[config.mk]
export PLATFORM = sky130hd
export DESIGN_NAME = ep_status_ctrl
export DESIGN_NICKNAME = d
export VERILOG_FILES = /design/src/rtl/ep_status_pkg.sv /design/src/rtl/ep_hs_decide.sv /design/src/rtl/ep_stat_reg.sv /design/src/rtl/ep_irq_gen.sv /design/src/rtl/ep_status_ctrl.sv
export SDC_FILE = /design/constraint.sdc
export NUM_CORES = 1
export LEC_CHECK = 0
export ABC_AREA = 1
export CORE_MARGIN = 4
export CORE_UTILIZATION = 30
export CTS_BUF_LIST = sky130_fd_sc_hd__clkbuf_4 sky130_fd_sc_hd__clkbuf_8 sky130_fd_sc_hd__clkbuf_16
export DETAILED_ROUTE_END_ITERATION = 7
export PLACE_DENSITY_LB_ADDON = 0.05
export SYNTH_ARGS = -nofsm -noshare
export SYNTH_HDL_FRONTEND = slang
export SYNTH_SLANG_ARGS = --single-unit
[constraint.sdc]
create_clock -name clk -period 1 [get_ports clk]
set_input_delay 0.1 -clock clk [delete_from_list [all_inputs] [get_ports clk]]
set_output_delay 0.1 -clock clk [all_outputs]
set_load 0.02 [all_outputs]
[src/rtl/ep_status_pkg.sv]
// Shared encodings for the endpoint status controller.
// Assumes: status word is 8 bits with fixed bit meanings listed below.
package ep_status_pkg;
    localparam int STAT_W = 8;

    localparam int B_DIR   = 7;
    localparam int B_RXB1  = 6;
    localparam int B_STREQ = 5;
    localparam int B_TXRDY = 4;
    localparam int B_STCRC = 3;
    localparam int B_SETUP = 2;
    localparam int B_RXB0  = 1;
    localparam int B_TXCMP = 0;

    localparam logic [STAT_W-1:0] SETUP_ONLY = 8'h04;

    typedef enum logic [1:0] {
        EP_CTRL = 2'd0,
        EP_ISO  = 2'd1,
        EP_BULK = 2'd2,
        EP_INTR = 2'd3
    } ep_kind_e;

    typedef enum logic [1:0] {
        HS_NONE  = 2'd0,
        HS_ACK   = 2'd1,
        HS_NAK   = 2'd2,
        HS_STALL = 2'd3
    } hs_e;
endpackage

[src/rtl/ep_hs_decide.sv]
// Handshake decision for one transaction event.
// Purely combinational. It chooses the handshake and the zero-length
// flag, and tells the status register which hardware updates to apply.
// Assumes: at most one of ev_setup / ev_out / ev_in_token is high per
// cycle; if several are high, SETUP wins over OUT, and OUT wins over IN.
// clk/rst_n are used only by the embedded assertions.
module ep_hs_decide
    import ep_status_pkg::*;
#(
    parameter bit PINGPONG_CAP = 1'b1
) (
    input  logic       clk,
    input  logic       rst_n,
    input  logic [1:0] ep_kind,
    input  logic       pingpong_en,
    input  logic       tx_empty,
    input  logic       ev_setup,
    input  logic       ev_out,
    input  logic       out_bank,
    input  logic       crc_err,
    input  logic       ev_in_token,
    input  logic       rxb0_q,
    input  logic       rxb1_q,
    input  logic       streq_q,
    input  logic       txrdy_q,
    output logic [1:0] hs_code,
    output logic       zlp,
    output logic       setup_acc,
    output logic       out_store,
    output logic       store_bank,
    output logic       crc_upd,
    output logic       stall_sent
);
    logic is_iso;
    logic is_ctrl;
    logic bank_sel;
    logic bank_full;

    assign is_iso  = (ep_kind == EP_ISO);
    assign is_ctrl = (ep_kind == EP_CTRL);

    // Choose the target bank; without ping-pong support it is always bank 0.
    generate
        if (PINGPONG_CAP) begin : g_two_banks
            assign bank_sel = pingpong_en & out_bank;
        end else begin : g_one_bank
            assign bank_sel = 1'b0;
        end
    endgenerate

    assign bank_full  = bank_sel ? rxb1_q : rxb0_q;
    assign store_bank = bank_sel;

    // Per-event handshake choice and hardware update requests.
    always_comb begin
        hs_code    = HS_NONE;
        zlp        = 1'b0;
        setup_acc  = 1'b0;
        out_store  = 1'b0;
        crc_upd    = 1'b0;
        stall_sent = 1'b0;
        if (ev_setup) begin
            if (is_ctrl) begin
                hs_code   = HS_ACK;
                setup_acc = 1'b1;
            end
        end else if (ev_out) begin
            if (is_iso) begin
                out_store = 1'b1;
                crc_upd   = 1'b1;
            end else if (crc_err) begin
                hs_code = HS_NONE;
            end else if (streq_q) begin
                hs_code    = HS_STALL;
                stall_sent = 1'b1;
            end else if (bank_full) begin
                hs_code = HS_NAK;
            end else begin
                hs_code   = HS_ACK;
                out_store = 1'b1;
            end
        end else if (ev_in_token) begin
            if (is_iso) begin
                zlp = txrdy_q & tx_empty;
            end else if (streq_q) begin
                hs_code    = HS_STALL;
                stall_sent = 1'b1;
            end else if (!txrdy_q) begin
                hs_code = HS_NAK;
            end else begin
                zlp = tx_empty;
            end
        end
    end

    // a NAK never stores data
    a_r3_nak_no_store: assert property (@(posedge clk) disable iff (!rst_n)
        (hs_code == HS_NAK) |-> !out_store);
    // pending stall request answers an IN token with STALL
    a_r6_stall_in: assert property (@(posedge clk) disable iff (!rst_n)
        (ev_in_token && !ev_setup && !ev_out && streq_q && !is_iso) |-> (hs_code == HS_STALL));
    // isochronous endpoints never produce a handshake
    a_r4_iso_silent: assert property (@(posedge clk) disable iff (!rst_n)
        is_iso |-> (hs_code == HS_NONE));
    // zero-length flag only while transmit ready
    a_r8_zlp_needs_txrdy: assert property (@(posedge clk) disable iff (!rst_n)
        zlp |-> (txrdy_q && tx_empty && ev_in_token));
endmodule

[src/rtl/ep_stat_reg.sv]
// Endpoint status register.
// Applies a firmware write first, then overrides per bit with hardware
// updates, so that the hardware wins each bit it touches.
// Assumes: update requests come from ep_hs_decide in the same cycle.
module ep_stat_reg
    import ep_status_pkg::*;
(
    input  logic              clk,
    input  logic              rst_n,
    input  logic              is_iso,
    input  logic              wr_en,
    input  logic [STAT_W-1:0] wr_data,
    input  logic              setup_acc,
    input  logic              out_store,
    input  logic              store_bank,
    input  logic              crc_upd,
    input  logic              crc_err,
    input  logic              stall_sent,
    input  logic              in_done,
    output logic [STAT_W-1:0] stat_q
);
    logic [STAT_W-1:0] stat_d;

    // Next-state merge of firmware write and hardware events.
    always_comb begin
        stat_d = stat_q;
        if (wr_en) begin
            stat_d = wr_data;
            if (is_iso) stat_d[B_STCRC] = stat_q[B_STCRC];
        end
        if (setup_acc) begin
            stat_d = SETUP_ONLY;
        end else begin
            if (out_store) begin
                if (store_bank) stat_d[B_RXB1] = 1'b1;
                else            stat_d[B_RXB0] = 1'b1;
            end
            if (crc_upd)    stat_d[B_STCRC] = crc_err;
            if (stall_sent) stat_d[B_STCRC] = 1'b1;
            if (in_done) begin
                stat_d[B_TXRDY] = 1'b0;
                stat_d[B_TXCMP] = 1'b1;
            end
        end
    end

    // Status storage with synchronous active-low reset.
    always_ff @(posedge clk) begin
        if (!rst_n) stat_q <= '0;
        else        stat_q <= stat_d;
    end

    // SETUP leaves only the SETUP flag
    a_r5_setup_clears: assert property (@(posedge clk) disable iff (!rst_n)
        setup_acc |=> (stat_q == SETUP_ONLY));
    // completion clears transmit ready and sets transmit complete
    a_r9_in_done: assert property (@(posedge clk) disable iff (!rst_n)
        (in_done && !setup_acc) |=> (!stat_q[B_TXRDY] && stat_q[B_TXCMP]));
    // isochronous data updates the CRC flag
    a_r4_crc_follow: assert property (@(posedge clk) disable iff (!rst_n)
        crc_upd |=> (stat_q[B_STCRC] == $past(crc_err)));
    // firmware cannot alter the CRC flag on isochronous endpoints
    a_r11_iso_crc_ro: assert property (@(posedge clk) disable iff (!rst_n)
        (is_iso && !crc_upd && !stall_sent && !setup_acc) |=> $stable(stat_q[B_STCRC]));
endmodule

[src/rtl/ep_irq_gen.sv]
// Endpoint interrupt request.
// Level output: high while enabled and any interrupt-worthy flag is set.
// Assumes: the stall/CRC flag counts only on non-isochronous endpoints.
module ep_irq_gen (
    input  logic irq_en,
    input  logic is_iso,
    input  logic rxb1,
    input  logic stcrc,
    input  logic setup,
    input  logic rxb0,
    input  logic txcmp,
    output logic irq
);
    logic any_flag;

    // Collect the flags that request service.
    always_comb begin
        any_flag = rxb1 | setup | rxb0 | txcmp | (stcrc & ~is_iso);
        irq      = irq_en & any_flag;
    end
endmodule

[src/rtl/ep_status_ctrl.sv]
// Top: endpoint status word and handshake selection for one USB endpoint.
// Assumes: one-cycle event pulses from the serial interface engine.
// The handshake and zlp outputs are valid in the same cycle as the event.
module ep_status_ctrl
    import ep_status_pkg::*;
#(
    parameter bit PINGPONG_CAP = 1'b1
) (
    input  logic       clk,
    input  logic       rst_n,
    input  logic [1:0] ep_kind,
    input  logic       pingpong_en,
    input  logic       irq_en,
    input  logic       tx_empty,
    input  logic       ev_setup,
    input  logic       ev_out,
    input  logic       out_bank,
    input  logic       crc_err,
    input  logic       ev_in_token,
    input  logic       ev_in_done,
    input  logic       wr_en,
    input  logic [7:0] wr_data,
    output logic [7:0] stat_q,
    output logic [1:0] hs_code,
    output logic       zlp,
    output logic       irq
);
    logic setup_acc;
    logic out_store;
    logic store_bank;
    logic crc_upd;
    logic stall_sent;
    logic is_iso;

    assign is_iso = (ep_kind == EP_ISO);

    ep_hs_decide #(.PINGPONG_CAP(PINGPONG_CAP)) u_decide (
        .clk         (clk),
        .rst_n       (rst_n),
        .ep_kind     (ep_kind),
        .pingpong_en (pingpong_en),
        .tx_empty    (tx_empty),
        .ev_setup    (ev_setup),
        .ev_out      (ev_out),
        .out_bank    (out_bank),
        .crc_err     (crc_err),
        .ev_in_token (ev_in_token),
        .rxb0_q      (stat_q[B_RXB0]),
        .rxb1_q      (stat_q[B_RXB1]),
        .streq_q     (stat_q[B_STREQ]),
        .txrdy_q     (stat_q[B_TXRDY]),
        .hs_code     (hs_code),
        .zlp         (zlp),
        .setup_acc   (setup_acc),
        .out_store   (out_store),
        .store_bank  (store_bank),
        .crc_upd     (crc_upd),
        .stall_sent  (stall_sent)
    );

    ep_stat_reg u_reg (
        .clk        (clk),
        .rst_n      (rst_n),
        .is_iso     (is_iso),
        .wr_en      (wr_en),
        .wr_data    (wr_data),
        .setup_acc  (setup_acc),
        .out_store  (out_store),
        .store_bank (store_bank),
        .crc_upd    (crc_upd),
        .crc_err    (crc_err),
        .stall_sent (stall_sent),
        .in_done    (ev_in_done),
        .stat_q     (stat_q)
    );

    ep_irq_gen u_irq (
        .irq_en (irq_en),
        .is_iso (is_iso),
        .rxb1   (stat_q[B_RXB1]),
        .stcrc  (stat_q[B_STCRC]),
        .setup  (stat_q[B_SETUP]),
        .rxb0   (stat_q[B_RXB0]),
        .txcmp  (stat_q[B_TXCMP]),
        .irq    (irq)
    );

    // no interrupt while disabled
    a_r10_irq_gated: assert property (@(posedge clk) disable iff (!rst_n)
        irq |-> irq_en);
    // a STALL chosen now shows as stall-sent next cycle
    a_r6_stall_flag: assert property (@(posedge clk) disable iff (!rst_n)
        (hs_code == HS_STALL) |=> stat_q[B_STCRC]);
    // an ACKed OUT sets a bank flag
    a_r2_ack_sets_bank: assert property (@(posedge clk) disable iff (!rst_n)
        (ev_out && !ev_setup && hs_code == HS_ACK) |=> (stat_q[B_RXB0] || stat_q[B_RXB1]));
endmodule

==> out/results.ini <==
[sta]
setup_violations = 4
finalCritPeriodShare = 1.26
rsz0062_at_grt = true
max-slew-margin-rel = 0.860
hold_violations = 0
fin_worst_hold_slack_ns = 0.381
drv_slew = 0
post-route-min-period_ns = 1.26
worstMarginPinSlew_ns = 0.208
fmax_ghz = 0.792
layout_setup_ws_ns = -0.263
fin_worst_skew_ns = 0.00259

[critical_path]
crit_fanout = 3
cpPeakStageDelay_ns = 0.36
critical_path_class = reg -> out
required_ns = 0.90
worstSetupEndpointType = primary output
start_kind = flop
slowest_stage = dfxtp_4
critical_path.cell_chain = nand3_4, nand3_2, a21oi_1, nor2_1, buf_4
cp.arrival_ns = 1.16

[global_routing]
grt_pass1_vias = 717
grt_max_degree = 8
grt_overflow = 0
antenna_found_initial = 0
gr-usage-all-layers = 0.148
grt_pass1_wl_mm = 3.06

[placement]
port_buffers = 33
hpwl_mm = 1.41
gp_congestion = 0.777
dp_slack_ns = -0.786

[clocking]
clock_path_buffers = 2
cts_sinks = 8
cts_max_level = 1
clock_latency_ns = 0.26
cts_hold_buf = 0
cts_tree = built
clkTransAtPathRegs_ns = 0.06
cts_root_buf = clkbuf_4
numCtsBuffers = 3

[flow_run]
max-cap-violations = 0

[power]
irDropWorstVdd_mv = 0.863
switching_power_uw = 331
power-per-cell-area_mw_per_mm2 = 907
seq_power_share = 0.349
switching_share = 0.322
p_clk_frac = 0.247
combPwrFrac = 0.404
p_int_uw = 697
p_leak_uw = 0.000558

[outcome]
status = complete, but fails checks
violations = negative setup slack

[drt]
wl_per_cell_um = 12.0
antenna_left = 0
drc_errors = 0
drt-vias-per-instance = 4.52
drt-total-wl_mm = 1.96
drt_iter0_drc = 14
num_vias = 736
dr.pass1.iters = 4

[synthesis]
synthArstFlopShare = 0
syn_avg_cell_area_um2 = 6.56
syn_nets = 109
synth_top_cell_by_area = dfxtp_1
ys.flop_type = dfxtp_1
synth.most_common_cell = nand2_1
synth-edff-count = 0
synth_area_leaders = dfxtp_1 (28%), nand3_1 (11%), buf_4 (11%), nand2_1 (11%), a21oi_1 (7.0%)
synth.top_cells.by_count = nand2_1 (16), nand3_1 (12), inv_1 (9)
yosysSeqAreaShare = 0.281
syn-instance-count = 87
yosysWarningCount = 0
netlist_area_um2 = 571
synthDominantCellAreaShare = 0.281
ys_seq_elements = 8
synth.distinct_cells = 18

[worst_hold_path]
min_path_type = in -> reg

[floorplan]
die_area_mm2 = 0.00266
die_w_um = 51.6
num_io_pins = 34
num_rows = 15
initial_core_util = 0.323
die_h_um = 51.6
coreArea_mm2 = 0.00176

[cells_and_area]
fin_nets = 162
largestRegisters = u_reg.stat_q (8)
drive_gt1_frac = 0.493
utilization = 0.643
area_growth_pct = 98.7
top_register = u_reg.stat_q
insertedDiodeCount = 0
largest_reg_flops = 8

## cell type report
cell class,instances,area (µm²)
fill,182,631
sequential,8,170
inverter,13,48.8
timing repair buffer,56,474
tap,25,31.3
multi-input combinational,58,387
clock buffer,3,22.5
## critical path, delay by kind of cell (launching register included)
kind	cells	cell delay, ns
AO/OA/AOI/OAI	1	0.16
AND/OR/NAND/NOR	3	0.24
buffers and inverters	1	0.15
flip-flops	1	0.36
## cell families (layout without fill, tap and decap cells)
family                 count (synthesis)  after routing  share of synthesized area
AND/OR/NAND/NOR                       41             41                      0.333
AO/OA/AOI/OAI                         15             15                      0.160
multiplexers                           2              2                     0.0351
flip-flops                             8              8                      0.281
buffers and inverters                 21             72                      0.191
## repair_timing
action,4_1_cts,5_1_grt
gates resized for setup,73,22
endpoints found under the setup margin,15,13
setup buffers,3,2
pin swaps,4,6
## path summary, 6_finish.rpt
kind | slack [ns] | start | cells after the start | to
worst max-delay path | -0.26 | u_reg.stat_q[6] | 5 | hs_code[1]
worst min-delay path | 0.38 | ev_setup | 3 | u_reg.stat_q[2]
worst max register to register | 0 | u_reg.stat_q[6] | 6 | u_reg.stat_q[6]
worst min register to register | 0.46 | u_reg.stat_q[7] | 2 | u_reg.stat_q[7]
## cells in the final DEF (no fill, tap or decap), drive strengths merged
cell type / instances
a21boi: 1
clkbuf: 4
a21oi: 9
nor3: 1
dlymetal6s2s: 1
o21ai: 3
a31oi: 2
dlygate4sd2: 6
mux2i: 2
nand3: 12
inv: 13
nor2: 8
nor4: 1
dfxtp: 8
nand2: 19
buf: 34
clkdlybuf4s50: 14
## power by group through the flow
| stage | logic (µW) | clock network, µW | registers [µW] |
|---|---|---|---|
| floorplan | 172 | 0 | 363 |
| global placement | 382 | 0 | 361 |
| detailed placement | 385 | 0 | 362 |
| CTS | 378 | 261 | 359 |
| global route | 449 | 286 | 362 |
| finish | 415 | 254 | 359 |
## layer usage
layer,part of all wire,GRT usage
met1,0.42,0.184
met2,0.48,0.258
met3,0.088,0.0487
met4,0.0071,0.0131
met5,0,0
## per-stage QoR
stage                     total power (µW)  TNS (ns)  cells  area [µm²]
after floorplan                        535         0     87         571
after global placement                 744     -5.64    156        1010
after detailed placement               747     -5.72    156        1010
after CTS                              998    -0.873    162        1050
after global routing                  1100     -1.27    163        1130
final                                 1030    -0.896    163        1130
Note: power is estimated with default switching activity, not from simulation.
